--- config.mk ---
export PLATFORM = sky130hd
export DESIGN_NAME = hold_arbiter
export DESIGN_NICKNAME = d
export VERILOG_FILES = /design/src/rtl/hold_arb_pkg.sv /design/src/rtl/hold_arb_rr.sv /design/src/rtl/hold_arb_slice.sv /design/src/rtl/hold_arb_ctrl.sv /design/src/rtl/hold_arbiter.sv
export SDC_FILE = /design/constraint.sdc
export NUM_CORES = 1
export LEC_CHECK = 0
export ABC_AREA = 1
export CAP_MARGIN = 10
export CORE_AREA = 4 4 83 85
export CTS_CLUSTER_SIZE = 40
export DETAILED_ROUTE_END_ITERATION = 8
export DIE_AREA = 0 0 87 89
export GPL_TIMING_DRIVEN = 0
export PLACE_DENSITY_LB_ADDON = 0.08
export SLEW_MARGIN = 20
export SYNTH_ARGS = -nofsm -noshare
export SYNTH_HDL_FRONTEND = slang
export SYNTH_HIERARCHICAL = 1
export SYNTH_SLANG_ARGS = --single-unit
--- constraint.sdc ---
create_clock -name clk -period 2.6 [get_ports clk]
set_clock_uncertainty 0.15 [all_clocks]
set_input_delay 0.52 -clock clk [delete_from_list [all_inputs] [get_ports clk]]
set_output_delay 0.52 -clock clk [all_outputs]
set_load 0.02 [all_outputs]
--- src/rtl/hold_arb_pkg.sv ---
package hold_arb_pkg;

  typedef enum logic [1:0] {
    ST_FREE  = 2'd0,
    ST_OWNED = 2'd1,
    ST_YIELD = 2'd2
  } arb_state_e;

endpackage

--- src/rtl/hold_arb_rr.sv ---
module hold_arb_rr #(
  parameter int N_MST = 4,
  parameter int IDX_W = 2
) (
  input  logic [N_MST-1:0] cand,
  input  logic [IDX_W-1:0] last,
  output logic             found,
  output logic [IDX_W-1:0] win
);

  // circular successor of a position, offset steps ahead
  function automatic int wrap_add(input int base, input int off);
    int s;
    s = base + off;
    if (s >= N_MST) s = s - N_MST;
    return s;
  endfunction

  always_comb begin
    found = 1'b0;
    win   = '0;
    for (int off = 1; off <= N_MST; off++) begin
      int pos;
      pos = wrap_add(int'(last), off);
      if (!found && cand[pos]) begin
        found = 1'b1;
        win   = IDX_W'(pos);
      end
    end
  end

endmodule

--- src/rtl/hold_arb_slice.sv ---
module hold_arb_slice #(
  parameter int SLICE_W = 8
) (
  input  logic               clk,
  input  logic               rst_n,
  input  logic               restart,
  input  logic               run,
  input  logic [SLICE_W-1:0] limit,
  output logic               expired
);

  localparam logic [SLICE_W-1:0] CNT_MAX = {SLICE_W{1'b1}};

  logic [SLICE_W-1:0] cnt_q;

  function automatic logic slice_over(input logic [SLICE_W-1:0] used,
                                      input logic [SLICE_W-1:0] lim);
    return used >= lim;
  endfunction

  always_ff @(posedge clk or negedge rst_n) begin
    if (!rst_n)                         cnt_q <= '0;
    else if (restart)                   cnt_q <= '0;
    else if (run && cnt_q != CNT_MAX)   cnt_q <= cnt_q + 1'b1;
  end

  assign expired = run && slice_over(cnt_q, limit);

endmodule

--- src/rtl/hold_arb_ctrl.sv ---
module hold_arb_ctrl
  import hold_arb_pkg::*;
#(
  parameter int N_MST = 4,
  parameter int IDX_W = 2
) (
  input  logic             clk,
  input  logic             rst_n,
  input  logic [N_MST-1:0] mst_req,
  input  logic [N_MST-1:0] yield_ack,
  input  logic             slice_expired,
  input  logic             pick_found,
  input  logic [IDX_W-1:0] pick_idx,
  output logic [N_MST-1:0] pick_req,
  output logic [IDX_W-1:0] owner,
  output logic             owned,
  output logic             restart,
  output logic             handoff_start,
  output logic             handoff_done,
  output logic             idle_grant,
  output logic [N_MST-1:0] yield_req,
  output logic [N_MST-1:0] bus_grant
);

  localparam logic [IDX_W-1:0] RST_LAST = IDX_W'(N_MST - 1);

  function automatic logic [N_MST-1:0] to_1h(input logic [IDX_W-1:0] idx);
    logic [N_MST-1:0] v;
    v = '0;
    v[idx] = 1'b1;
    return v;
  endfunction

  arb_state_e       st_q, st_d;
  logic [IDX_W-1:0] own_q, own_d;
  logic [N_MST-1:0] own_1h;
  logic             others_req;
  logic             own_still_req;

  assign own_1h        = to_1h(own_q);
  assign others_req    = |(mst_req & ~own_1h);
  assign own_still_req = |(mst_req & own_1h);

  assign handoff_start = (st_q == ST_OWNED) && others_req &&
                         (!own_still_req || slice_expired);
  assign handoff_done  = (st_q == ST_YIELD) && (|(yield_ack & own_1h));
  assign idle_grant    = (st_q == ST_FREE) && pick_found;
  assign pick_req      = (st_q == ST_YIELD) ? (mst_req & ~own_1h) : mst_req;

  always_comb begin
    st_d  = st_q;
    own_d = own_q;
    unique case (st_q)
      ST_FREE: begin
        if (pick_found) begin
          st_d  = ST_OWNED;
          own_d = pick_idx;
        end
      end
      ST_OWNED: begin
        if (handoff_start) st_d = ST_YIELD;
      end
      ST_YIELD: begin
        if (handoff_done) begin
          if (pick_found) begin
            st_d  = ST_OWNED;
            own_d = pick_idx;
          end else if (own_still_req) begin
            st_d  = ST_OWNED;
          end else begin
            st_d  = ST_FREE;
          end
        end
      end
      default: st_d = ST_FREE;
    endcase
  end

  assign restart = (st_d == ST_OWNED) && (st_q != ST_OWNED);

  always_ff @(posedge clk or negedge rst_n) begin
    if (!rst_n) begin
      st_q  <= ST_FREE;
      own_q <= RST_LAST;
    end else begin
      st_q  <= st_d;
      own_q <= own_d;
    end
  end

  assign owner     = own_q;
  assign owned     = (st_q == ST_OWNED);
  assign bus_grant = (st_q == ST_OWNED) ? own_1h : '0;
  assign yield_req = (st_q == ST_YIELD) ? own_1h : '0;

endmodule

--- src/rtl/hold_arbiter.sv ---
module hold_arbiter
  import hold_arb_pkg::*;
#(
  parameter int N_MST   = 4,
  parameter int SLICE_W = 8
) (
  input  logic               clk,
  input  logic               rst_n,
  input  logic [N_MST-1:0]   mst_req,
  input  logic [N_MST-1:0]   yield_ack,
  input  logic [SLICE_W-1:0] slice_limit,
  output logic [N_MST-1:0]   yield_req,
  output logic [N_MST-1:0]   bus_grant
);

  localparam int IDX_W = (N_MST > 1) ? $clog2(N_MST) : 1;

  // internal events, named for the checker
  logic             handoff_start;
  logic             handoff_done;
  logic             idle_grant;
  logic             slice_expired;
  logic             restart;
  logic             owned;
  logic [IDX_W-1:0] owner;
  logic [N_MST-1:0] pick_req;
  logic             pick_found;
  logic [IDX_W-1:0] pick_idx;

  hold_arb_rr #(.N_MST(N_MST), .IDX_W(IDX_W)) u_rr (
    .cand  (pick_req),
    .last  (owner),
    .found (pick_found),
    .win   (pick_idx)
  );

  hold_arb_slice #(.SLICE_W(SLICE_W)) u_slice (
    .clk     (clk),
    .rst_n   (rst_n),
    .restart (restart),
    .run     (owned),
    .limit   (slice_limit),
    .expired (slice_expired)
  );

  hold_arb_ctrl #(.N_MST(N_MST), .IDX_W(IDX_W)) u_ctrl (
    .clk           (clk),
    .rst_n         (rst_n),
    .mst_req       (mst_req),
    .yield_ack     (yield_ack),
    .slice_expired (slice_expired),
    .pick_found    (pick_found),
    .pick_idx      (pick_idx),
    .pick_req      (pick_req),
    .owner         (owner),
    .owned         (owned),
    .restart       (restart),
    .handoff_start (handoff_start),
    .handoff_done  (handoff_done),
    .idle_grant    (idle_grant),
    .yield_req     (yield_req),
    .bus_grant     (bus_grant)
  );

endmodule

==> impl_results.md, run 1 <==
* ANT cells at 0
* Internal power at approximately 1.2 mW
* Most frequent cells in the layout: 47 x nand2_1, 26 x buf_4, 25 x clkdlybuf4s50_1, 25 x inv_1, 21 x nand3_1
* Drt drc at 0
* CTS Buf Count at 3
* Cell area after layout at about 2200 um2
* Status: finished, final reports clean
* Switching share of total power at 0.488
* Grt ovf at 0
* Antenna Nets Post-Route at 0
* Die Y at ~89 um
* Post-Syn Area at between 1000 and 1500 um2
* Achievable Freq at between 300 and 400 MHz
* Worst Hold Class: reg -> reg
* Kind of end point of the critical path: flop
* Vias/cell at roughly 4.3
* DRT iter0 DRCs at 21
* DPL Wire Length at roughly 3000 um
* PwrDens at 1080 nW/um2
* Via Count at between 1,500 and 2,000
* Final setup fails at 0
* Critical Path Start Type: flop
* Arrival @ worst endpoint at 2.60 ns
* Initial antenna violation count at 0
* Synth Warn # at 6
* Slew @ Worst Pin at approximately 0.55 ns
* H-tree Lvls at 1
* Pin count of the biggest net entering global routing at 13
* Crit share post-route at 0.993
* Comb power frac at 0.776
* Cells after Synth at around 230
* Post-route setup TNS at 0 ns
* Syn Nets at roughly 250
* Max transition margin at 0.631
* Skew-Pair Late Insertion Delay at about 0.24 ns
* Proportion of layout cells with a drive suffix above 1 at 0.365
* Io pins at 26
* Drt total wl at roughly 4000 um
* Reg power frac at 0.139
* Avg Cell Area, Syn at 6.53 um2
* CTS Buffer Depth at 2
* Switch Pwr at 1.17 mW
* Final min period at about 2.6 ns
* Max Cap Viol at 0
* Crit path max fanout at 8
* Clock root cell: clkbuf_8
* Die X at ~87 um
* Clock transition at path regs at about 0.050 ns
* Crit Path Category: reg -> reg
* Total core area at approximately 6200 um2
* VDD IR max at between 0.4 and 0.5 mV
* Core Rows at 29
* CTS tree: done
* Area growth from synthesis to layout at 50.3%
* Vias in the first global route at ~1,500
* Commonest non-fill, non-tap cell in the layout: nand2_1
* Placed instance area at 1860 um2
* Starting Density at 0.239
* Clk pwr share at 0.085
* RSZ-0062 raised after global routing: true
* Drt wl/cell at roughly 11 um
* DRT Pass-1 Iters at 4
* Worst EP required at approximately 2.6 ns
* Global Route Usage Sum at 0.104
* Die area at just under 8000 um2
* Layout Nets at 310
* First-pass GRT wire length at between 6000 and 7000 um
* Number of clock sinks at 12
* LEAKAGE at roughly 1.1 nW
* Slew Limit Fails at 0
* RD Place Congestion at approximately 0.76
* Final hold vios at 0
* Port Buf Inserts at 25
critical path, stage by stage, from the launching register on:
cell	delay [ns]
dfstp_2	0.55
buf_8	0.14
nand2_4	0.06
nor2_4	0.13
nor2_4	0.06
nand2_2	0.09
nand2_4	0.06
nand2_4	0.06
nand2_4	0.05
nor2_4	0.13
nand4_1	0.17
nand2_1	0.13
inv_1	0.06
o21a_4	0.25
inv_8	0.09
nand2_4	0.05
o21bai_1	0.15
o21ai_1	0.13
metal layers:
| layer | track usage | share of wire | up-vias |
|---|---|---|---|
| li1 | - | - | 835 |
| met1 | 0.117 | 0.44 | 686 |
| met2 | 0.203 | 0.51 | 20 |
| met3 | 0.0221 | 0.038 | 2 |
| met4 | 0.0170 | 0.0023 | 0 |
| met5 | 0 | 0 | - |
state kept, by name, indices dropped and copies added, names as in the netlist:
name	flops
u_slice/cnt_q	8
u_ctrl/owner	2
u_ctrl/st_q	2
metrics by stage:
stage / total power [mW] / utilization / setup slack, ns / hold WS (ns) / std cells
4_1_cts: 2.08 / 0.324 / -0.0229 / 0.435 / 343
3_3_place_gp: 1.72 / 0.299 / -0.517 / 0.429 / 329
6_report: 2.40 / 0.359 / 0.0193 / 0.420 / 359
2_1_floorplan: 1.39 / - / 0.00825 / 0.0744 / 227
5_1_grt: 2.63 / 0.359 / -0.159 / 0.444 / 359
3_5_place_dp: 1.70 / 0.299 / -0.500 / 0.425 / 329
timing repair:
| item | in CTS | in global routing |
|---|---|---|
| cloned | 0 | 0 |
| pin swaps | 2 | 24 |
| setup endpoints to repair | 11 | 11 |
| hold buffers | 0 | 0 |
| buffers inserted | 10 | 16 |
| gates resized for setup | 8 | 28 |
cell type report:
class,instances,area (um2)
fill,685,3980
multi-input combinational,176,1130
timing repair buffer,51,445
sequential,12,303
inverter,36,153
tap,77,96.3
clock buffer,4,55.1
buffer,3,41.3
power by group through the flow:
stage          combinational [mW]  clock (mW)  sequential, mW
5_1_grt                      2.06       0.223           0.342
2_1_floorplan                1.06           0           0.327
4_1_cts                      1.53       0.213           0.337
3_3_place_gp                 1.36           0           0.353
6_report                     1.86       0.204           0.333
3_5_place_dp                 1.35           0           0.350
final timing paths:
kind / depth (start not counted) / endpoint / slack, ns / start
hold / removal: 3 / u_ctrl/st_q[0]$_DFF_PN0_ / 0.42 / u_ctrl/st_q[1]$_DFF_PN0_
setup / recovery: 17 / u_slice/cnt_q[2]$_DFFE_PN0P_ / 0.02 / u_ctrl/owner[1]$_DFFE_PN1P_
setup reg to reg: 17 / u_slice/cnt_q[2]$_DFFE_PN0P_ / 0.02 / u_ctrl/owner[1]$_DFFE_PN1P_
min in group asynchronous: 1 / u_slice/cnt_q[2]$_DFFE_PN0P_ / 0.49 / rst_n
hold reg to reg: 3 / u_ctrl/st_q[0]$_DFF_PN0_ / 0.42 / u_ctrl/st_q[1]$_DFF_PN0_
max in group asynchronous: 1 / u_ctrl/owner[1]$_DFFE_PN1P_ / 1.45 / rst_n
(Power assumes the default switching activity.)
==> run 2, diff against run 1 <==
- clock period: 2.6 -> 2.9 ns (I/O delays scaled with it)
==> run 2 against run 1 <==
  * Non-clock buffer count shrank 16
  * Fmax shrank 3.7%
  * Count of clock-buffer cells in the layout is the same
  * Largest power group unchanged
  * Register-to-register slack gained 0.20 ns
  * Combinational power shrank 30%
  * Clock power shrank 11%
  * Hold slack is essentially flat
  * Global-route usage shrank 0.61 points
==> impl_results.md, run 2 (synthesis gave the netlist of run 1 again) <==
* Met3 Resource Use GR at 0.0230 (+0.000922)
* Vias/cell at 4.29 (-0.22%)
* Switching share of total power at 0.514 (+0.0259)
* Initial antenna violation count at 0 (unchanged)
* Final setup fails at 0 (unchanged)
* Proportion of layout cells with a drive suffix above 1 at 0.278 (-0.0871)
* Commonest non-fill, non-tap cell in the layout: nand2_1
* Total core area at 6200 um2 (unchanged)
* Drt drc at 0 (unchanged)
* Grt ovf at 0 (unchanged)
* DRT iter0 DRCs at 21 (unchanged)
* Drt wl/cell at 10.5 um (-3.8%)
* Placed instance area at 1830 um2 (-1.5%)
* Switch Pwr at 0.919 mW (-22%)
* Vias in the first global route at 1,436 (-4.4%)
* Place WS at -0.398 ns (+0.102 ns)
* Layout Nets at 294 (-5.2%)
* Critical Path Start: u_ctrl/owner[1]$_DFFE_PN1P_
* Filler cell count at 683 (-0.29%)
* Status: finished, final reports clean
* Crit path max fanout at 9 (+1)
* RD Place Congestion at 0.746 (-1.9%)
* Crit Path Category: reg -> reg
* Kind of end point of the critical path: flop
* CTS tree: done
* Slew Limit Fails at 0 (unchanged)
* PwrDens at 897 nW/um2 (-17%)
* Critical Path Start Type: flop
* VDD IR max at 0.428 mV (+3.6%)
* Final setup margin at 0.219 ns (+0.200 ns)
* Comb power frac at 0.730 (-0.046)
* Min Hold Slack at 0.420 ns (+0.000359 ns)
* Die X at 87 um (unchanged)
* First-pass GRT wire length at 6180 um (-6.1%)
* Clk pwr share at 0.102 (+0.017)
* Drt total wl at 3600 um (-8.1%)
* CTS Buf Count at 3 (unchanged)
* DRT Pass-1 Iters at 4 (unchanged)
* Worst EP required at 2.92 ns (+0.30 ns)
* # hold bufs at CTS at 0 (unchanged)
* Slew @ Worst Pin at 0.554 ns (+0.00254 ns)
* Max transition margin at 0.630 (-0.00170)
* Top reg by flops: u_slice/cnt_q
* Pin count of the biggest net entering global routing at 13 (unchanged)
* Final min period at 2.68 ns (+0.100 ns)
* CTS Buffer Depth at 2 (unchanged)
* ANT cells at 0 (unchanged)
* Crit share post-route at 0.924 (-0.0682)
* Post-route setup TNS at 0 ns (unchanged)
* LEAKAGE at 1.03 nW (-9.5%)
* Antenna Nets Post-Route at 0 (unchanged)
* Core Rows at 29 (unchanged)
* FF-to-FF Start: u_ctrl/owner[1]$_DFFE_PN1P_
* Achievable Freq at 373 MHz (-3.7%)
* Cell area after layout at 1990 um2 (-10%)
* Area growth from synthesis to layout at 34.6%
* Clock root cell: clkbuf_8
* Die Y at 89 um (unchanged)
* Gr busiest metal: met2
* Starting Density at 0.239 (unchanged)
* H-tree Lvls at 1 (unchanged)
* Fin util at 0.321 (-0.0373)
* M1 GR Usage at 0.112 (-0.00491)
* Clock transition at path regs at 0.05 ns (about the same)
* Die area at 7740 um2 (unchanged)
* Io pins at 26 (unchanged)
* Critical hold path startpoint: u_slice/cnt_q[7]$_DFFE_PN0P_
* Port Buf Inserts at 25 (unchanged)
* Reg power frac at 0.169 (+0.030)
* Global Route Usage Sum at 0.0978 (-0.00613)
* Skew-Pair Late Insertion Delay at 0.24 ns (about the same)
* Max Cap Viol at 0 (unchanged)
* Final hold vios at 0 (unchanged)
* Number of clock sinks at 12 (unchanged)
* DPL Wire Length at 2900 um (-3.2%)
* Arrival @ worst endpoint at 2.70 ns (+0.10 ns)
* Worst Hold Class: reg -> reg
* Global-route met2 utilization at 0.188 (-0.0145)
* Internal power at 0.869 mW (-29%)
* Via Count at 1,471 (-4.7%)
* Most frequent cells in the layout: 53 x nand2_1, 26 x inv_1, 25 x clkdlybuf4s50_1
* Number of flip-flops in the largest register at 8 (unchanged)
-- run 2: changes by cell type in the layout (fill, tap and decap cells not counted), sizes merged --
cell	before	now
buf	29	13
-- run 2: worst max-delay path, stage by stage (launching register included) --
cell	delay [ns]
dfstp_2	0.55
buf_6	0.14
nand2_2	0.08
nor2_2	0.11
nor2_1	0.08
nand2_1	0.12
nand2_4	0.07
nand2_4	0.08
nand2_4	0.06
nor2_4	0.12
nand4_1	0.16
nand2_1	0.13
inv_1	0.06
o21a_4	0.25
inv_8	0.08
nand2_1	0.06
o21ai_0	0.07
nand2_1	0.07
o21ai_1	0.13
-- run 2: worst paths after layout --
kind	to	slack [ns]	cells past startpoint
setup / recovery	u_slice/cnt_q[6]$_DFFE_PN0P_	0.22	18
hold / removal	u_slice/cnt_q[7]$_DFFE_PN0P_	0.42	2
setup reg to reg	u_slice/cnt_q[6]$_DFFE_PN0P_	0.22	18
hold reg to reg	u_slice/cnt_q[7]$_DFFE_PN0P_	0.42	2
max in group asynchronous	u_ctrl/st_q[1]$_DFF_PN0_	1.65	1
min in group asynchronous	u_slice/cnt_q[5]$_DFFE_PN0P_	0.55	1
-- run 2: repair_timing --
action / in CTS / in global routing
setup buffers: 1 / 9
gates cloned: 0 / 0
endpoints found under the setup margin: 7 / 7
pin swaps: 0 / 8
resized for setup: 3 / 11
-- run 2: cell type report --
class	count	area (um2)	area share
Buffer	3	33.8	0.0169
Multi-Input combinational cell	176	1030	0.518
Tap cell	77	96.3	0.0483
Sequential cell	12	304	0.152
Inverter	36	148	0.0740
Clock buffer	4	55.1	0.0276
Timing Repair Buffer	35	325	0.163
-- run 2: metal layers --
layer | part of all wire | up-vias
met5 | 0 | -
met4 | 0.0028 | 0
met3 | 0.049 | 2
met2 | 0.51 | 22
met1 | 0.44 | 643
li1 | - | 804
-- run 2: power groups by stage --
stage	combinational, mW	clock [mW]	sequential, mW
global route	1.47	0.196	0.310
finish	1.31	0.182	0.301
CTS	1.21	0.189	0.311
floorplan	0.924	0	0.293
global placement	1.20	0	0.315
detailed placement	1.18	0	0.313
-- run 2: stage by stage --
step                      power (mW)  std cells
after global placement          1.51        329
after CTS                       1.71        334
after detailed placement        1.50        329
after global routing            1.98        343
after floorplan                 1.22        227
final                           1.79        343
